## src/rtl/dbi_rd_pkg.sv

```systemverilog
// Package: shared constants and rate arithmetic for the serial read engine.
// Assumes command codes are 8 bits and the power-mode test uses a fixed mask.
package dbi_rd_pkg;

    localparam logic [7:0] CMD_IDENT   = 8'h04;
    localparam logic [7:0] CMD_STATUS  = 8'h09;
    localparam logic [7:0] CMD_PWRMODE = 8'h0A;
    localparam logic [7:0] PWR_KEEP    = 8'h7C;
    localparam logic [7:0] PWR_ON_VAL  = 8'h1C;

    // System cycles per half period of the read clock (rounded up, at least 1).
    function automatic int unsigned half_cycles(int unsigned sys_hz,
                                                int unsigned link_hz,
                                                int unsigned cap_hz);
        int unsigned rd_hz;
        int unsigned h;
        rd_hz = ((link_hz / 2) < cap_hz) ? (link_hz / 2) : cap_hz;
        if (rd_hz == 0) rd_hz = 1;
        h = (sys_hz + 2 * rd_hz - 1) / (2 * rd_hz);
        return (h == 0) ? 1 : h;
    endfunction

    // True for commands whose reply is preceded by one idle clock.
    function automatic logic is_skewed(logic [7:0] c);
        return (c == CMD_IDENT) || (c == CMD_STATUS);
    endfunction

endpackage

```

## src/rtl/dbi_rd_clkgen.sv

```systemverilog
// Module: half-period tick generator for the serial clock.
// Emits a one-cycle tick every HALF cycles while enabled; restarts from zero
// whenever enable drops, so the first tick of a transaction is a full half late.
module dbi_rd_clkgen #(
    parameter int unsigned HALF = 32
) (
    input  logic clk,
    input  logic rst_n,
    input  logic en,
    output logic tick
);
    localparam int HW = (HALF > 1) ? $clog2(HALF) : 1;
    localparam logic [HW-1:0] LAST = HW'(HALF - 1);

    logic [HW-1:0] cnt;

    // Count system cycles within a half period.
    always_ff @(posedge clk) begin
        if (!rst_n || !en) cnt <= '0;
        else if (cnt == LAST) cnt <= '0;
        else cnt <= cnt + 1'b1;
    end

    assign tick = en && (cnt == LAST);

endmodule

```

## src/rtl/dbi_rd_serdes.sv

```systemverilog
// Module: bit engine for one read transaction.
// Shifts the command out MSB first, then samples nraw response bytes on rising
// serial edges; mosi changes only on falling edges. Assumes miso is stable
// around each rising edge (the panel drives it on falling edges).
module dbi_rd_serdes #(
    parameter int RAW_W = 5,
    parameter int CNT_W = RAW_W + 4
) (
    input  logic             clk,
    input  logic             rst_n,
    input  logic             start,
    input  logic [7:0]       cmd,
    input  logic [RAW_W-1:0] nraw,
    input  logic             tick,
    input  logic             miso,
    output logic             active,
    output logic             sclk,
    output logic             mosi,
    output logic             byte_stb,
    output logic [7:0]       byte_data,
    output logic             fin
);
    logic [CNT_W-1:0] cnt;
    logic [CNT_W-1:0] tot;
    logic [CNT_W-1:0] cnt_nx;
    logic [7:0]       sh_out;
    logic [7:0]       sh_in;

    assign cnt_nx = cnt + 1'b1;

    // Sequence the command and response bits across serial clock edges.
    always_ff @(posedge clk) begin
        if (!rst_n) begin
            active    <= 1'b0;
            sclk      <= 1'b0;
            mosi      <= 1'b0;
            sh_out    <= '0;
            sh_in     <= '0;
            cnt       <= '0;
            tot       <= '0;
            byte_stb  <= 1'b0;
            byte_data <= '0;
            fin       <= 1'b0;
        end else begin
            byte_stb <= 1'b0;
            fin      <= 1'b0;
            if (start && !active) begin
                active <= 1'b1;
                sclk   <= 1'b0;
                mosi   <= cmd[7];
                sh_out <= {cmd[6:0], 1'b0};
                cnt    <= '0;
                tot    <= CNT_W'(8) + (CNT_W'(nraw) << 3);
            end else if (active && tick) begin
                if (!sclk) begin
                    sclk <= 1'b1;
                    if (cnt >= CNT_W'(8)) begin
                        sh_in <= {sh_in[6:0], miso};
                        if (cnt[2:0] == 3'd7) begin
                            byte_stb  <= 1'b1;
                            byte_data <= {sh_in[6:0], miso};
                        end
                    end
                end else begin
                    sclk <= 1'b0;
                    if (cnt_nx == tot) begin
                        active <= 1'b0;
                        mosi   <= 1'b0;
                        fin    <= 1'b1;
                    end else begin
                        cnt    <= cnt_nx;
                        mosi   <= sh_out[7];
                        sh_out <= {sh_out[6:0], 1'b0};
                    end
                end
            end
        end
    end

    // the bit index never reaches the window length while active.
    assert_no_overrun_R3: assert property (@(posedge clk) disable iff (!rst_n)
        active |-> (cnt < tot));
    // clock is idle low whenever no transaction runs.
    assert_sclk_idle_R2: assert property (@(posedge clk) disable iff (!rst_n)
        !active |-> !sclk);
    // captured bytes only appear inside a window.
    assert_byte_in_window_R3: assert property (@(posedge clk) disable iff (!rst_n)
        byte_stb |-> active);

endmodule

```

## src/rtl/dbi_rd_align.sv

```systemverilog
// Module: response realignment.
// In skew mode, the first raw byte is only held, and each later raw byte
// emits (held << 1) | (new >> 7); otherwise raw bytes pass through. Marks the
// byte whose index equals len-1 as last. Assumes clr precedes every transaction.
module dbi_rd_align #(
    parameter int LEN_W = 4
) (
    input  logic             clk,
    input  logic             rst_n,
    input  logic             clr,
    input  logic             skew,
    input  logic [LEN_W-1:0] len,
    input  logic             in_stb,
    input  logic [7:0]       in_data,
    output logic             out_valid,
    output logic [7:0]       out_data,
    output logic             out_last
);
    logic [7:0]       held;
    logic             have_held;
    logic [LEN_W-1:0] n_out;
    logic             emit;
    logic [7:0]       emit_val;

    // Choose whether this raw byte produces an output, and its value.
    always_comb begin
        emit     = in_stb && (!skew || have_held);
        emit_val = skew ? {held[6:0], in_data[7]} : in_data;
    end

    // Hold the previous raw byte and register the emitted byte.
    always_ff @(posedge clk) begin
        if (!rst_n) begin
            held      <= '0;
            have_held <= 1'b0;
            n_out     <= '0;
            out_valid <= 1'b0;
            out_data  <= '0;
            out_last  <= 1'b0;
        end else begin
            out_valid <= 1'b0;
            out_last  <= 1'b0;
            if (clr) begin
                have_held <= 1'b0;
                n_out     <= '0;
            end else begin
                if (in_stb) begin
                    held      <= in_data;
                    have_held <= 1'b1;
                end
                if (emit) begin
                    out_valid <= 1'b1;
                    out_data  <= emit_val;
                    out_last  <= (n_out == len - 1'b1);
                    n_out     <= n_out + 1'b1;
                end
            end
        end
    end

    // the last marker never stands without a byte.
    assert_last_has_valid_R4: assert property (@(posedge clk) disable iff (!rst_n)
        out_last |-> out_valid);

endmodule

```

## src/rtl/dbi_rd_ctrl.sv

```systemverilog
// Module: request screening and result flags.
// Accepts a request when idle, rejects zero lengths and wrong lengths on
// skewed commands, sets up raw byte count and skew mode, and updates the
// panel-on flag from the first byte of a power-mode read.
module dbi_rd_ctrl
    import dbi_rd_pkg::*;
#(
    parameter int LEN_W = 4,
    parameter int RAW_W = LEN_W + 1
) (
    input  logic             clk,
    input  logic             rst_n,
    input  logic             req_valid,
    input  logic [7:0]       req_cmd,
    input  logic [LEN_W-1:0] req_len,
    input  logic             active,
    input  logic             out_valid,
    input  logic [7:0]       out_data,
    output logic             start,
    output logic [RAW_W-1:0] nraw,
    output logic             skew_q,
    output logic [LEN_W-1:0] len_q,
    output logic             err,
    output logic             disp_on
);
    logic       take;
    logic       skew_in;
    logic       len_ok;
    logic       pwr_q;
    logic       first_q;

    // Screen the request and derive the raw byte count.
    always_comb begin
        take    = req_valid && !active;
        skew_in = is_skewed(req_cmd);
        len_ok  = (req_len != '0) &&
                  (!skew_in || (req_len == LEN_W'(3)) || (req_len == LEN_W'(4)));
        start   = take && len_ok;
        nraw    = RAW_W'(req_len) + (skew_in ? RAW_W'(1) : RAW_W'(0));
    end

    // Latch transaction mode, the error pulse and the panel-on flag.
    always_ff @(posedge clk) begin
        if (!rst_n) begin
            skew_q  <= 1'b0;
            len_q   <= '0;
            err     <= 1'b0;
            pwr_q   <= 1'b0;
            first_q <= 1'b0;
            disp_on <= 1'b0;
        end else begin
            err <= take && !len_ok;
            if (start) begin
                skew_q  <= skew_in;
                len_q   <= req_len;
                pwr_q   <= (req_cmd == CMD_PWRMODE);
                first_q <= 1'b1;
            end else if (out_valid && first_q) begin
                first_q <= 1'b0;
                if (pwr_q) disp_on <= ((out_data & PWR_KEEP) == PWR_ON_VAL);
            end
        end
    end

    // a refusal never coincides with a running transaction.
    assert_err_idle_R7: assert property (@(posedge clk) disable iff (!rst_n)
        err |-> !active);
    // the on flag only moves right after a delivered byte.
    assert_flag_moves_on_byte_R8: assert property (@(posedge clk) disable iff (!rst_n)
        !$stable(disp_on) |-> $past(out_valid));

endmodule

```

## src/rtl/dbi_read_engine.sv

```systemverilog
// Module: top of the serial display read engine.
// Combines rate tick, bit engine, realignment and request screening. Assumes
// one outstanding request; the data/command line stays low for the whole
// window since no parameter phase is written on a read.
module dbi_read_engine
    import dbi_rd_pkg::*;
#(
    parameter int unsigned SYS_HZ      = 125_000_000,
    parameter int unsigned LINK_MAX_HZ = 20_000_000,
    parameter int unsigned READ_CAP_HZ = 2_000_000,
    parameter int          LEN_W       = 4
) (
    input  logic             clk,
    input  logic             rst_n,
    input  logic             req_valid,
    input  logic [7:0]       req_cmd,
    input  logic [LEN_W-1:0] req_len,
    output logic             busy,
    output logic             rd_valid,
    output logic [7:0]       rd_data,
    output logic             rd_last,
    output logic             err,
    output logic             done,
    output logic             disp_on,
    output logic             lnk_cs_n,
    output logic             lnk_sclk,
    output logic             lnk_dc,
    output logic             lnk_mosi,
    input  logic             lnk_miso
);
    localparam int unsigned HALF  = half_cycles(SYS_HZ, LINK_MAX_HZ, READ_CAP_HZ);
    localparam int          RAW_W = LEN_W + 1;
    localparam int          CNT_W = RAW_W + 4;

    logic             start;
    logic [RAW_W-1:0] nraw;
    logic             skew_q;
    logic [LEN_W-1:0] len_q;
    logic             active;
    logic             tick;
    logic             byte_stb;
    logic [7:0]       byte_data;

    dbi_rd_ctrl #(.LEN_W(LEN_W), .RAW_W(RAW_W)) u_ctrl (
        .clk(clk), .rst_n(rst_n), .req_valid(req_valid), .req_cmd(req_cmd),
        .req_len(req_len), .active(active), .out_valid(rd_valid),
        .out_data(rd_data), .start(start), .nraw(nraw), .skew_q(skew_q),
        .len_q(len_q), .err(err), .disp_on(disp_on)
    );

    dbi_rd_clkgen #(.HALF(HALF)) u_clkgen (
        .clk(clk), .rst_n(rst_n), .en(active), .tick(tick)
    );

    dbi_rd_serdes #(.RAW_W(RAW_W), .CNT_W(CNT_W)) u_serdes (
        .clk(clk), .rst_n(rst_n), .start(start), .cmd(req_cmd), .nraw(nraw),
        .tick(tick), .miso(lnk_miso), .active(active), .sclk(lnk_sclk),
        .mosi(lnk_mosi), .byte_stb(byte_stb), .byte_data(byte_data), .fin(done)
    );

    dbi_rd_align #(.LEN_W(LEN_W)) u_align (
        .clk(clk), .rst_n(rst_n), .clr(start), .skew(skew_q), .len(len_q),
        .in_stb(byte_stb), .in_data(byte_data), .out_valid(rd_valid),
        .out_data(rd_data), .out_last(rd_last)
    );

    assign busy     = active;
    assign lnk_cs_n = ~active;
    assign lnk_dc   = ~active;

    // data/command select is low throughout the window.
    assert_dc_low_R2: assert property (@(posedge clk) disable iff (!rst_n)
        !lnk_cs_n |-> !lnk_dc);
    // the serial clock only changes on a rate tick.
    assert_sclk_paced_R1: assert property (@(posedge clk) disable iff (!rst_n)
        (!lnk_cs_n && !tick) |=> $stable(lnk_sclk));
    // done follows a busy cycle.
    assert_done_after_busy_R9: assert property (@(posedge clk) disable iff (!rst_n)
        done |-> $past(busy));

endmodule

```

## config.mk

```make
export PLATFORM = sky130hd
export DESIGN_NAME = dbi_read_engine
export DESIGN_NICKNAME = d
export VERILOG_FILES = /design/src/rtl/dbi_rd_pkg.sv /design/src/rtl/dbi_rd_clkgen.sv /design/src/rtl/dbi_rd_serdes.sv /design/src/rtl/dbi_rd_align.sv /design/src/rtl/dbi_rd_ctrl.sv /design/src/rtl/dbi_read_engine.sv
export SDC_FILE = /design/constraint.sdc
export NUM_CORES = 1
export LEC_CHECK = 0
export BUFFER_PORTS_ARGS = -buffer_cell sky130_fd_sc_hd__clkbuf_2
export CAP_MARGIN = 30
export CORE_MARGIN = 2
export CORE_UTILIZATION = 30
export CTS_BUF_LIST = sky130_fd_sc_hd__clkbuf_4
export DETAILED_ROUTE_END_ITERATION = 8
export GPL_TIMING_DRIVEN = 0
export SYNTH_ARGS = -nofsm -noshare
export SYNTH_HDL_FRONTEND = slang
export SYNTH_SLANG_ARGS = --single-unit
export TNS_END_PERCENT = 20
```

## constraint.sdc

```tcl
create_clock -name clk -period 4.4 [get_ports clk]
set_clock_uncertainty 0.05 [all_clocks]
set_input_delay 0.88 -clock clk [delete_from_list [all_inputs] [get_ports clk]]
set_output_delay 0.88 -clock clk [all_outputs]
set_load 0.01 [all_outputs]
```

Word level (Yosys, flattened, before mapping):

Index checks and enable logic that the tools add are counted.

* bitwise logic cells: 9
* order comparisons: 1
* add/sub/neg operators: 6
* reductions and logical operators: 39
* equal/unequal tests: 11
* multiplexer cells: 20

Operator list (number)
* two-way mux 8 bit: 5
* == test 8 x 4 -> 1 bit (second input constant): 2
* two-way mux 1 bit: 15
* AND reduction 3 bit: 4
* adder 4 x 8 -> 9 bit (first input constant): 1
* adder 9 x 1 -> 9 bit (second input constant): 1
* == test 9 bit: 1
* greater-or-equal comparator 9 x 4 -> 1 bit (second input constant): 1
* logical AND 1 bit: 9
* inverter 1 bit: 9
* == test 8 x 3 -> 1 bit (second input constant): 1
* nonzero test 2 bit: 4
* AND reduction 2 bit: 3
* OR reduction 2 bit: 3
* adder 4 x 5 -> 5 bit: 1
* adder 5 x 1 -> 5 bit (second input constant): 1
* == test 5 x 3 -> 1 bit (second input constant): 1
* == test 5 bit (second input constant): 1
* zero test 1 bit: 5
* logical OR 1 bit: 5
* AND reduction 5 bit: 1
* OR reduction 5 bit: 1
* adder 4 x 1 -> 4 bit (second input constant): 1
* == test 4 x 2 -> 1 bit (second input constant): 1
* other kinds (9): 9

* logic and storage cells: 109
* flip-flop bits (word level): 81

Depth between registers and ports, before layout:

Gate-level depths: netlist (run 1).

* depth in word-level cells: 10
* mapped depth: 10
* mapped depth without buffers: 10

Modules after synthesis:

From an unflattened synthesis (run 1), not the netlist that was laid out.

* cell total of the unflattened synthesis: 425
* area total of the unflattened synthesis: 3823.7 sq um

Modules (own cells, without submodules)
* dbi_rd_serdes: cells an instance 234, area each 2063.2 sq um, instances 1
* dbi_rd_align: cells an instance 110, area each 1022.2 sq um, instances 1
* dbi_rd_ctrl: cells an instance 58, area each 514.2 sq um, instances 1
* dbi_rd_clkgen: cells an instance 21, area each 212.7 sq um, instances 1
* dbi_read_engine: cells an instance 2, area each 11.3 sq um, instances 1

Least setup slack after synthesis (run 1):

No wires, ideal clock.

* kind: input port to flip-flop
* from: input port req_cmd[4]
* to: register u_serdes.tot[7]
* library setup time: 131 ps
* stages on the path: 9
* arrival time: 3048 ps
* setup slack: 1170 ps
* data required time: 4219 ps
* cells stage by stage: or4_4 a211oi_4 ha_1 ha_1 ha_1 a21o_1 a22o_1 a211oi_1 nor3_1

* cells in the longest elaborated chain, start to end: 8
* elaborated cells on any way between the ends: 12

RTL lines
* start: declaration: line dbi_read_engine.sv:16 `input logic [7:0] req_cmd,`
* == test 8 x 3 -> 1 bit / == test 8 x 4 -> 1 bit (equally long branches): line dbi_rd_pkg.sv:25 `return (c == CMD_IDENT) || (c == CMD_STATUS);`
* logical OR 1 bit *: line dbi_rd_pkg.sv:25
* named net u_ctrl.skew_in: line dbi_rd_ctrl.sv:27 `logic skew_in;`
* parallel branches: the longest is 6 deep, another holds adder 4 x 8 -> 9 bit
* end signal: assignment: line dbi_rd_serdes.sv:53 `tot <= CNT_W'(8) + (CNT_W'(nraw) << 3);`
* end: declaration: line dbi_rd_serdes.sv:24 `logic [CNT_W-1:0] tot;`

Mark *: on every way through the listed nets, which the timed path passes.
A chain may end at the register's enable or synchronous reset.

Final worst setup path (run 1):

Ends and elaborated chain as after synthesis.

==> metrics.csv, run 1 <==
metric;value;unit
crit path max fanout;6;
Clk Latency, worst-skew pair;0.44;ns
Tot Pwr;1.31;mW
initial DRC count;109;
TritonCTS clock tree;done;
Placed Cells;573;
IO Count;34;
RSZ-0062 raised after global routing;no;
outcome;finished clean;
dpl ws;0.851;ns
synthesized flop and latch total;78;
routability congestion estimate;0.847;
Async SR Flop Fraction;0;%
Slowest Stage Delay on Critical Path;0.56;ns
sw frac;24.7;%
post-CTS setup buffer count;0;
Main synth FF type;dfxtp_1;
CP most frequent cell;ha_1;
Clock Pin Slew Worst Setup and Hold Paths;0.12;ns
PD cells;319;nW/um^2
final worst path period share;70.1;%
Fin. Hold Viols;0;
R2R cell count;8;
Die X-Extent;114;um
EDFF count, synth;0;
Vias/cell;5.11;
Congestion Overflow GR;0;
maximum vdd drop;192;uV
WS Path Type;primary input to flip-flop;
# fillers;1219;
CP cell instances;clkbuf_2, or4_4, a211oi_4, ha_1, ha_1, ha_1, a21o_1, a22o_1, a211oi_1, nor3_1;
worst setup margin;1.32;ns
static leakage;1.57;nW
Layout area overhead;13.9;%
Via Count;3008;
fmax;0.324;GHz
overall global routing resource usage;13.8;%
max_slew headroom;41.5;%
Worst-Margin Slew;0.869;ns
final setup TNS;0;ns
Ys Warns;0;
worst path required time;4.65;ns
sequential-to-total area share from yosys stat;43.3;%
global-route wire length before repair;14.3;mm
Clock Sinks;78;
commonest non-fill, non-tap cell in the layout;dfxtp_1;
Die ar.;12900;um^2
number of diodes;0;
HP Class;flip-flop to flip-flop;
most frequent cells in the layout;dfxtp_1 (78), nor2_1 (56), clkbuf_2 (32), a21oi_1 (29), mux2i_1 (26);
max_cap viols;0;
ratio of cells with drive above 1 in the final layout;14.7;%
ANT nets after route;0;
Startpoint Class;primary input;
arrival time worst endpoint;3.33;ns
cell internal pwr;987;uW
routed len/inst;14.5;um
Core ar.;11900;um^2
largest net degree at the start of global routing;14;
CP max-delay cell;or4_4;
Slew Viols, Final;0;
Cell variety after synth;55;
CP Capture Type;flip-flop;
Post-CTS Resized;0;
Post-Route Utilization;34.6;%
routed wire length;8.56;mm
DRT Pass-1 Iters;4;
count of final setup violators;0;
crit path time final;3.08;ns
cts bufs inserted;9;
CTS Hold Buffers Added;0;
Clk pwr share;36.4;%
root buf cell;clkbuf_4;
H-Tree Depth;3;
Initial Utilization;30.4;%
DP HPWL;6.32;mm
P_sw;324;uW
syn_nets;420;
Port Buffers;32;
Post-Synthesis Cells;394;
sequential share of power;55.8;%
Die Y;114;um
Post-Syn Area;3610;um^2
vias in the first global route;2984;
CTS max path bufs;2;
logic gate share of total power;7.8;%
antenna violations before repair;0;
Final nets;463;
Core Rows;40;
Final Non-Filler Cells;589;
worst hold path depth;1;
# DRC;0;
mean post-synth cell area;9.15;um^2
==> power groups by stage <==
stage	logic, mW	registers [mW]	clock network [mW]
floorplan	0.0696	0.744	0
global placement	0.100	0.746	0
detailed placement	0.103	0.747	0
CTS	0.104	0.731	0.490
global route	0.113	0.733	0.519
finish	0.103	0.731	0.477
==> synthesized netlist by cell type (3+ instances only) <==
cell type / instances / area share, %
clkbuf_1: 14 / 1.5
nand2b_1: 3 / 0.52
nor3_1: 8 / 1.1
inv_1: 8 / 0.83
nor2_1: 56 / 5.8
nand3_1: 19 / 2.6
a211oi_1: 10 / 2.1
a221o_1: 6 / 1.7
a21oi_1: 29 / 4.0
mux2i_1: 26 / 7.2
or3_1: 7 / 1.2
nand3b_1: 3 / 0.62
and3_1: 12 / 2.1
o21ai_0: 7 / 0.97
dfxtp_1: 78 / 43
xor2_1: 14 / 3.4
xnor2_1: 11 / 2.7
and2_1: 3 / 0.52
buf_2: 3 / 0.42
nand2_1: 23 / 2.4
ha_1: 10 / 3.5
==> final timing paths <==
path,start,end,slack (ns)
min reg2reg,u_clkgen.cnt[0],u_clkgen.cnt[0],0.41
min,u_clkgen.cnt[0],u_clkgen.cnt[0],0.41
max reg2reg,u_serdes.cnt[1],u_serdes.sh_out[2],1.85
max,req_cmd[4],u_serdes.tot[7],1.32
==> critical path: cells and delay by family <==
| family | cells | cell delay (ns) |
|---|---|---|
| AOI/OAI and AO/OA | 4 | 0.99 |
| adders and majority gates | 3 | 0.75 |
| and+or+nand+nor | 2 | 0.63 |
| buffers and inverters | 1 | 0.09 |
==> layout make-up <==
class,instances,area [um^2],share of cell area [%]
buffer,22,109,2.65
sequential,78,1560,38.0
clock inverter,7,88.8,2.16
multi-input combinational,286,1910,46.4
tap,147,184,4.48
clock buffer,9,67.6,1.65
inverter,8,30.0,0.731
timing repair buffer,32,160,3.90
==> stage by stage <==
step                      area, um^2  hold slack [ns]
after floorplan                 3610            0.368
after global placement          3950            0.374
after detailed placement        3950            0.390
after CTS                       4110            0.417
after global routing            4110            0.447
final                           4110            0.412
==> state kept, by name, summed over array words and instances (netlist names), 4 cells and up <==
signal and flops:
u_align.n_out 4, u_ctrl.len_q 4, u_serdes.byte_data 8, u_serdes.tot 6
u_serdes.sh_in 7, u_serdes.cnt 9, u_align.held 7, u_align.out_data 8
u_clkgen.cnt 5, u_serdes.sh_out 7
==> metal layers <==
| metal | vias up | wire length, um | global-route usage [%] |
|---|---|---|---|
| met4 | 0 | 165 | 4.96 |
| met1 | 1455 | 3790 | 16.2 |
| li1 | 1489 | - | - |
| met3 | 14 | 314 | 3.40 |
| met2 | 50 | 4290 | 24.6 |
| met5 | - | 0 | 0 |
==> cell families (layout without fill, tap and decap cells) <==
group | count (synthesis) | count (layout) | synth area share (%)
AND/OR/NAND/NOR | 152 | 152 | 21.3
AO/OA/AOI/OAI | 73 | 73 | 14.8
buffers and inverters | 30 | 78 | 3.85
multiplexers | 26 | 26 | 7.22
adder cells (fa/ha/maj) | 10 | 10 | 3.47
XOR/XNOR | 25 | 25 | 6.07
flip-flops | 78 | 78 | 43.3
Note: power is estimated with default switching activity, not from simulation.
==> run 2: changes to the inputs <==
==> constraint.sdc (replaced) <==
create_clock -name clk -period 2.9 [get_ports clk]
set_clock_uncertainty 0.05 [all_clocks]
set_input_delay 0.58 -clock clk [delete_from_list [all_inputs] [get_ports clk]]
set_output_delay 0.58 -clock clk [all_outputs]
set_load 0.01 [all_outputs]
==> metrics.csv, run 2 (synthesis gave the netlist of run 1 again) <==
metric;value;unit;change
top flop regs;u_serdes.cnt (9), u_align.out_data (8), u_serdes.byte_data (8);;
Slowest Stage Delay on Critical Path;0.50;ns;-0.06 ns
most frequent cells in the layout;dfxtp_1 (78), nor2_1 (56), clkbuf_2 (32), a21oi_1 (29), mux2i_1 (26);;
number of diodes;0;;unchanged
# DRC;0;;unchanged
final setup TNS;0;ns;unchanged
Layout area overhead;12.7;%;
Die Y;114;um;unchanged
WS Path Type;primary input to flip-flop;;
Clock Pin Slew Worst Setup and Hold Paths;0.12;ns;about the same
dpl ws;-0.250;ns;-1.10 ns
Worst-Margin Slew;0.925;ns;+0.0556 ns
Final nets;463;;unchanged
Core ar.;11900;um^2;unchanged
Congestion Overflow GR;0;;unchanged
final worst path period share;93.5;%;
outcome;finished clean;;
HP Start;req_cmd[6];;
Clock Sinks;78;;unchanged
sequential share of power;61.2;%;+5.4 points
Post-Route Utilization;34.3;%;-0.36 points
CP cell instances;clkbuf_2, or3b_2, a211oi_4, ha_2, ha_1, ha_2, or4bb_1, nor2_1, a211oi_1, nor3_1;;
Fin. Hold Viols;0;;unchanged
routability congestion estimate;0.869;;+2.6%
IO Count;34;;unchanged
WHS;0.338;ns;-0.0743 ns
max_slew headroom;37.8;%;-3.7 points
max_cap viols;0;;unchanged
crit-path leading delay family;simple AND/OR/NAND/NOR gates;;
Largest register FFs;9;;unchanged
Critical path buffers and inverters;1;;unchanged
largest net degree at the start of global routing;14;;unchanged
H-Tree Depth;3;;unchanged
Placed Cells;573;;unchanged
Placed Area;3960;um^2;+0.13%
CP max-delay cell;or3b_2;;
HP Class;primary input to flip-flop;;
cts bufs inserted;9;;unchanged
commonest non-fill, non-tap cell in the layout;dfxtp_1;;
global-route wire length before repair;13.8;mm;-2.9%
initial DRC count;97;;-11%
static leakage;1.54;nW;-1.8%
routed wire length;8.42;mm;-1.7%
Vias/cell;5.01;;-1.9%
Worst Hold End;u_serdes.sh_out[7];;
worst reg2reg setup slack;0.32;ns;-1.53 ns
arrival time worst endpoint;3.01;ns;-0.32 ns
final instance area;4060;um^2;-1.0%
Via Count;2951;;-1.9%
Initial Utilization;30.4;%;unchanged
sw frac;27.0;%;+2.3 points
vias in the first global route;2823;;-5.4%
CTS max path bufs;2;;unchanged
worst hold path depth;2;;+1
root buf cell;clkbuf_4;;
ratio of cells with drive above 1 in the final layout;15.2;%;+0.45 points
RR Endpoint;u_serdes.sh_in[5];;
overall global routing resource usage;13.4;%;-0.42 points
maximum vdd drop;220;uV;+15%
Final Non-Filler Cells;589;;unchanged
Startpoint Class;primary input;;
worst reg2reg path startpoint;u_clkgen.cnt[0];;
CTS Hold Buffers Added;0;;unchanged
worst setup margin;0.188;ns;-1.13 ns
crit path time final;2.71;ns;
antenna violations before repair;0;;unchanged
Core Rows;40;;unchanged
Clk Latency, worst-skew pair;0.43;ns;about the same
P_sw;490;uW;+51%
ANT nets after route;0;;unchanged
DRT Pass-1 Iters;4;;unchanged
Die ar.;12900;um^2;unchanged
logic gate share of total power;8.6;%;+0.8 points
fmax;0.369;GHz;
PD cells;446;nW/um^2;+40%
Post-CTS Resized;0;;unchanged
Clk pwr share;30.2;%;-6.2 points
cell internal pwr;1.32;mW;+34%
Slew Viols, Final;0;;unchanged
Port Buffers;32;;unchanged
DP HPWL;6.25;mm;-1.1%
CP most frequent cell;ha_2;;
crit path max fanout;6;;unchanged
worst path required time;3.20;ns;-1.45 ns
Die X-Extent;114;um;unchanged
count of final setup violators;0;;unchanged
TritonCTS clock tree;done;;
Tot Pwr;1.81;mW;+38%
RSZ-0062 raised after global routing;no;;
CP Capture Type;flip-flop;;
R2R cell count;8;;unchanged
routed len/inst;14.3;um;-1.7%
Reg with most FFs;u_serdes.cnt;;
post-CTS setup buffer count;0;;unchanged
==> run 2: cell count changes in the layout (fill, tap and decap cells not counted) <==
| cell | change |
|---|---|
| clkinv_2 | +1 |
| bufinv_16 | -2 |
| ha_1 | -2 |
| clkinvlp_4 | +1 |
| ha_2 | +2 |
==> run 2: final cells by class <==
cell class                      instances  area [um^2]
Fill cell                            1199         7800
Buffer                                 22          109
Timing Repair Buffer                   32          160
Multi-Input combinational cell        286         1910
Sequential cell                        78         1560
Clock buffer                            9         67.6
Tap cell                              147          184
Clock inverter                          7         41.3
Inverter                                8         30.0
==> run 2: power by group through the flow <==
stage                     clock network, mW  logic [mW]  registers [mW]
final                                 0.547       0.157            1.11
after detailed placement                  0       0.157            1.13
after global placement                    0       0.153            1.13
after floorplan                           0       0.106            1.13
after CTS                             0.576       0.158            1.11
after global routing                  0.614       0.174            1.11
==> run 2: how the worst max path moves through the flow <==
| stage | startpoint | end | slack [ns] | depth (start not counted) |
|---|---|---|---|---|
| global route | req_cmd[0] | u_serdes.tot[7] | 0.01 | 10 |
| global placement | req_cmd[0] | u_serdes.tot[7] | -0.23 | 10 |
| CTS | req_cmd[0] | u_serdes.tot[7] | 0.21 | 10 |
| floorplan | req_cmd[0] | u_serdes.tot[7] | 0.02 | 9 |
| detailed placement | req_cmd[0] | u_serdes.tot[7] | -0.25 | 10 |
| finish | req_cmd[0] | u_serdes.tot[7] | 0.19 | 10 |
==> run 2: routing by layer <==
layer | vias up | routed length, um | GRT usage [%]
met4 | 0 | 67 | 3.66
met3 | 7 | 371 | 3.40
met2 | 58 | 4280 | 23.3
met5 | - | 0 | 0
li1 | 1482 | - | -
met1 | 1404 | 3700 | 16.5
==> run 2: worst reg2reg max path, delay by kind of cell (launching register included) <==
kind / cells / cell delay, ns
mux: 1 / 0.24
simple gates: 4 / 0.95
fa+ha+maj: 2 / 0.43
buf+inv: 1 / 0.43
flops: 1 / 0.38
==> run 3: changes to the inputs <==
--- a/config.mk
+++ b/config.mk
@@ -12,6 +12,7 @@
 export CTS_BUF_LIST = sky130_fd_sc_hd__clkbuf_4
 export DETAILED_ROUTE_END_ITERATION = 8
 export GPL_TIMING_DRIVEN = 0
+export RECOVER_POWER = 50
 export SYNTH_ARGS = -nofsm -noshare
 export SYNTH_HDL_FRONTEND = slang
 export SYNTH_SLANG_ARGS = --single-unit
==> metrics.csv, run 3 (synthesis gave the netlist of run 1 again) <==
metric;value;unit;change
ratio of cells with drive above 1 in the final layout;10.9;%;-4.3 points
Core ar.;11900;um^2;unchanged
crit path time final;2.70;ns;-0.00901 ns
number of diodes;0;;unchanged
routed length on met3;317;um;-15%
Top Layer Used;met4;;
antenna violations before repair;0;;unchanged
Tot Pwr;1.81;mW;-0.21%
overall global routing resource usage;13.4;%;unchanged
worst path required time;3.20;ns;about the same
routability congestion estimate;0.869;;unchanged
static leakage;1.47;nW;-4.4%
Post-CTS Resized;0;;unchanged
Die Y;114;um;unchanged
Fin. Hold Viols;0;;unchanged
commonest non-fill, non-tap cell in the layout;dfxtp_1;;
Clock Pin Slew Worst Setup and Hold Paths;0.12;ns;about the same
routed wire length;8.38;mm;-0.38%
arrival time worst endpoint;3.00;ns;about the same
DRT Pass-1 Iters;4;;unchanged
post-CTS setup buffer count;0;;unchanged
Placed Cells;573;;unchanged
max_slew headroom;19.7;%;-18 points
Layout area overhead;11.7;%;
crit-path leading delay family;simple AND/OR/NAND/NOR gates;;
DR WL met2;4.16;mm;-2.7%
Port Buffers;32;;unchanged
# fillers;1212;;+1.1%
CP cell instances;clkbuf_1, or3b_2, a211oi_4, ha_2, ha_1, ha_2, or4bb_1, nor2_1, a211oi_1, nor3_1;;
Via Count;2942;;-0.30%
final worst path period share;93.2;%;-0.31 points
fmax;0.370;GHz;+0.33%
TritonCTS clock tree;done;;
Initial Utilization;30.4;%;unchanged
outcome;finished clean;;
Die X-Extent;114;um;unchanged
CTS Hold Buffers Added;0;;unchanged
Slowest Stage Delay on Critical Path;0.51;ns;about the same
CP Capture Type;flip-flop;;
Reg with most FFs;u_serdes.cnt;;
ANT nets after route;0;;unchanged
Core Rows;40;;unchanged
Slew Viols, Final;0;;unchanged
wl on met1;3.83;mm;+3.7%
# DRC;0;;unchanged
Critical path buffers and inverters;1;;unchanged
WS Path Type;primary input to flip-flop;;
cts bufs inserted;9;;unchanged
H-Tree Depth;3;;unchanged
count of final setup violators;0;;unchanged
Post-Route Utilization;33.9;%;-0.32 points
largest net degree at the start of global routing;14;;unchanged
PD cells;449;nW/um^2;+0.72%
Congestion Overflow GR;0;;unchanged
vias in the first global route;2823;;unchanged
CP most frequent cell;ha_2;;
HP Class;primary input to flip-flop;;
CP max-delay cell;or3b_2;;
initial DRC count;100;;+3.1%
Worst-Margin Slew;1.19;ns;+0.267 ns
RSZ-0062 raised after global routing;no;;
CTS max path bufs;2;;unchanged
root buf cell;clkbuf_4;;
Largest register FFs;9;;unchanged
most frequent cells in the layout;dfxtp_1 (78), nor2_1 (56), clkbuf_1 (33), a21oi_1 (29), mux2i_1 (26);;
Final Non-Filler Cells;589;;unchanged
Final nets;463;;unchanged
worst reg2reg setup slack;0.31;ns;about the same
DP HPWL;6.25;mm;unchanged
WHS;0.338;ns;-0.000409 ns
Vias/cell;4.99;;-0.30%
final setup TNS;0;ns;unchanged
Die ar.;12900;um^2;unchanged
IO Count;34;;unchanged
Clk Latency, worst-skew pair;0.43;ns;about the same
crit path max fanout;6;;unchanged
Clock Sinks;78;;unchanged
Startpoint Class;primary input;;
global-route wire length before repair;13.8;mm;unchanged
top flop regs;u_serdes.cnt (9), u_align.out_data (8), u_serdes.byte_data (8);;
maximum vdd drop;219;uV;-0.26%
max_cap viols;0;;unchanged
routed len/inst;14.2;um;-0.38%
[run 3: changes by cell type in the layout (fill, tap and decap cells not counted), sizes merged]
cell	previous run	this run
buf	8	5
clkbuf	55	58
[run 3: routing by layer]
metal | vias to the layer above | GRT usage, %
met2 | 44 | 23.3
li1 | 1483 | -
met5 | - | 0
met3 | 7 | 3.40
met1 | 1408 | 16.5
met4 | 0 | 3.66
[run 3: cell type report]
cell class                      count  area, um^2  area share [%]
Buffer                             22         101            2.52
Clock buffer                        9        67.6            1.68
Tap cell                          147         184            4.57
Inverter                            8        30.0           0.746
Clock inverter                      7        41.3            1.03
Multi-Input combinational cell    286        1900            47.3
Sequential cell                    78        1560            38.8
Timing Repair Buffer               32         138            3.42
[run 3: metrics by stage]
step,instance area [um^2],worst slack (ns)
floorplan,3610,0.0203
global placement,3960,-0.227
detailed placement,3960,-0.250
CTS,4060,0.211
global route,4030,0.0264
finish,4030,0.197
[run 3: final timing paths]
kind                   startpoint                 end  depth (start not counted)
setup / recovery       req_cmd[0]     u_serdes.tot[7]                         10
hold reg to reg   u_clkgen.cnt[0]     u_clkgen.cnt[0]                          1
hold / removal         req_cmd[6]  u_serdes.sh_out[7]                          2
setup reg to reg  u_clkgen.cnt[0]   u_serdes.sh_in[5]                          8
[run 3: power by group]
group / total [mW] / switching [mW] / internal, mW
combinational: 0.153 / 0.0932 / 0.0603
sequential: 1.11 / 0.0169 / 1.09
clock: 0.547 / 0.379 / 0.168
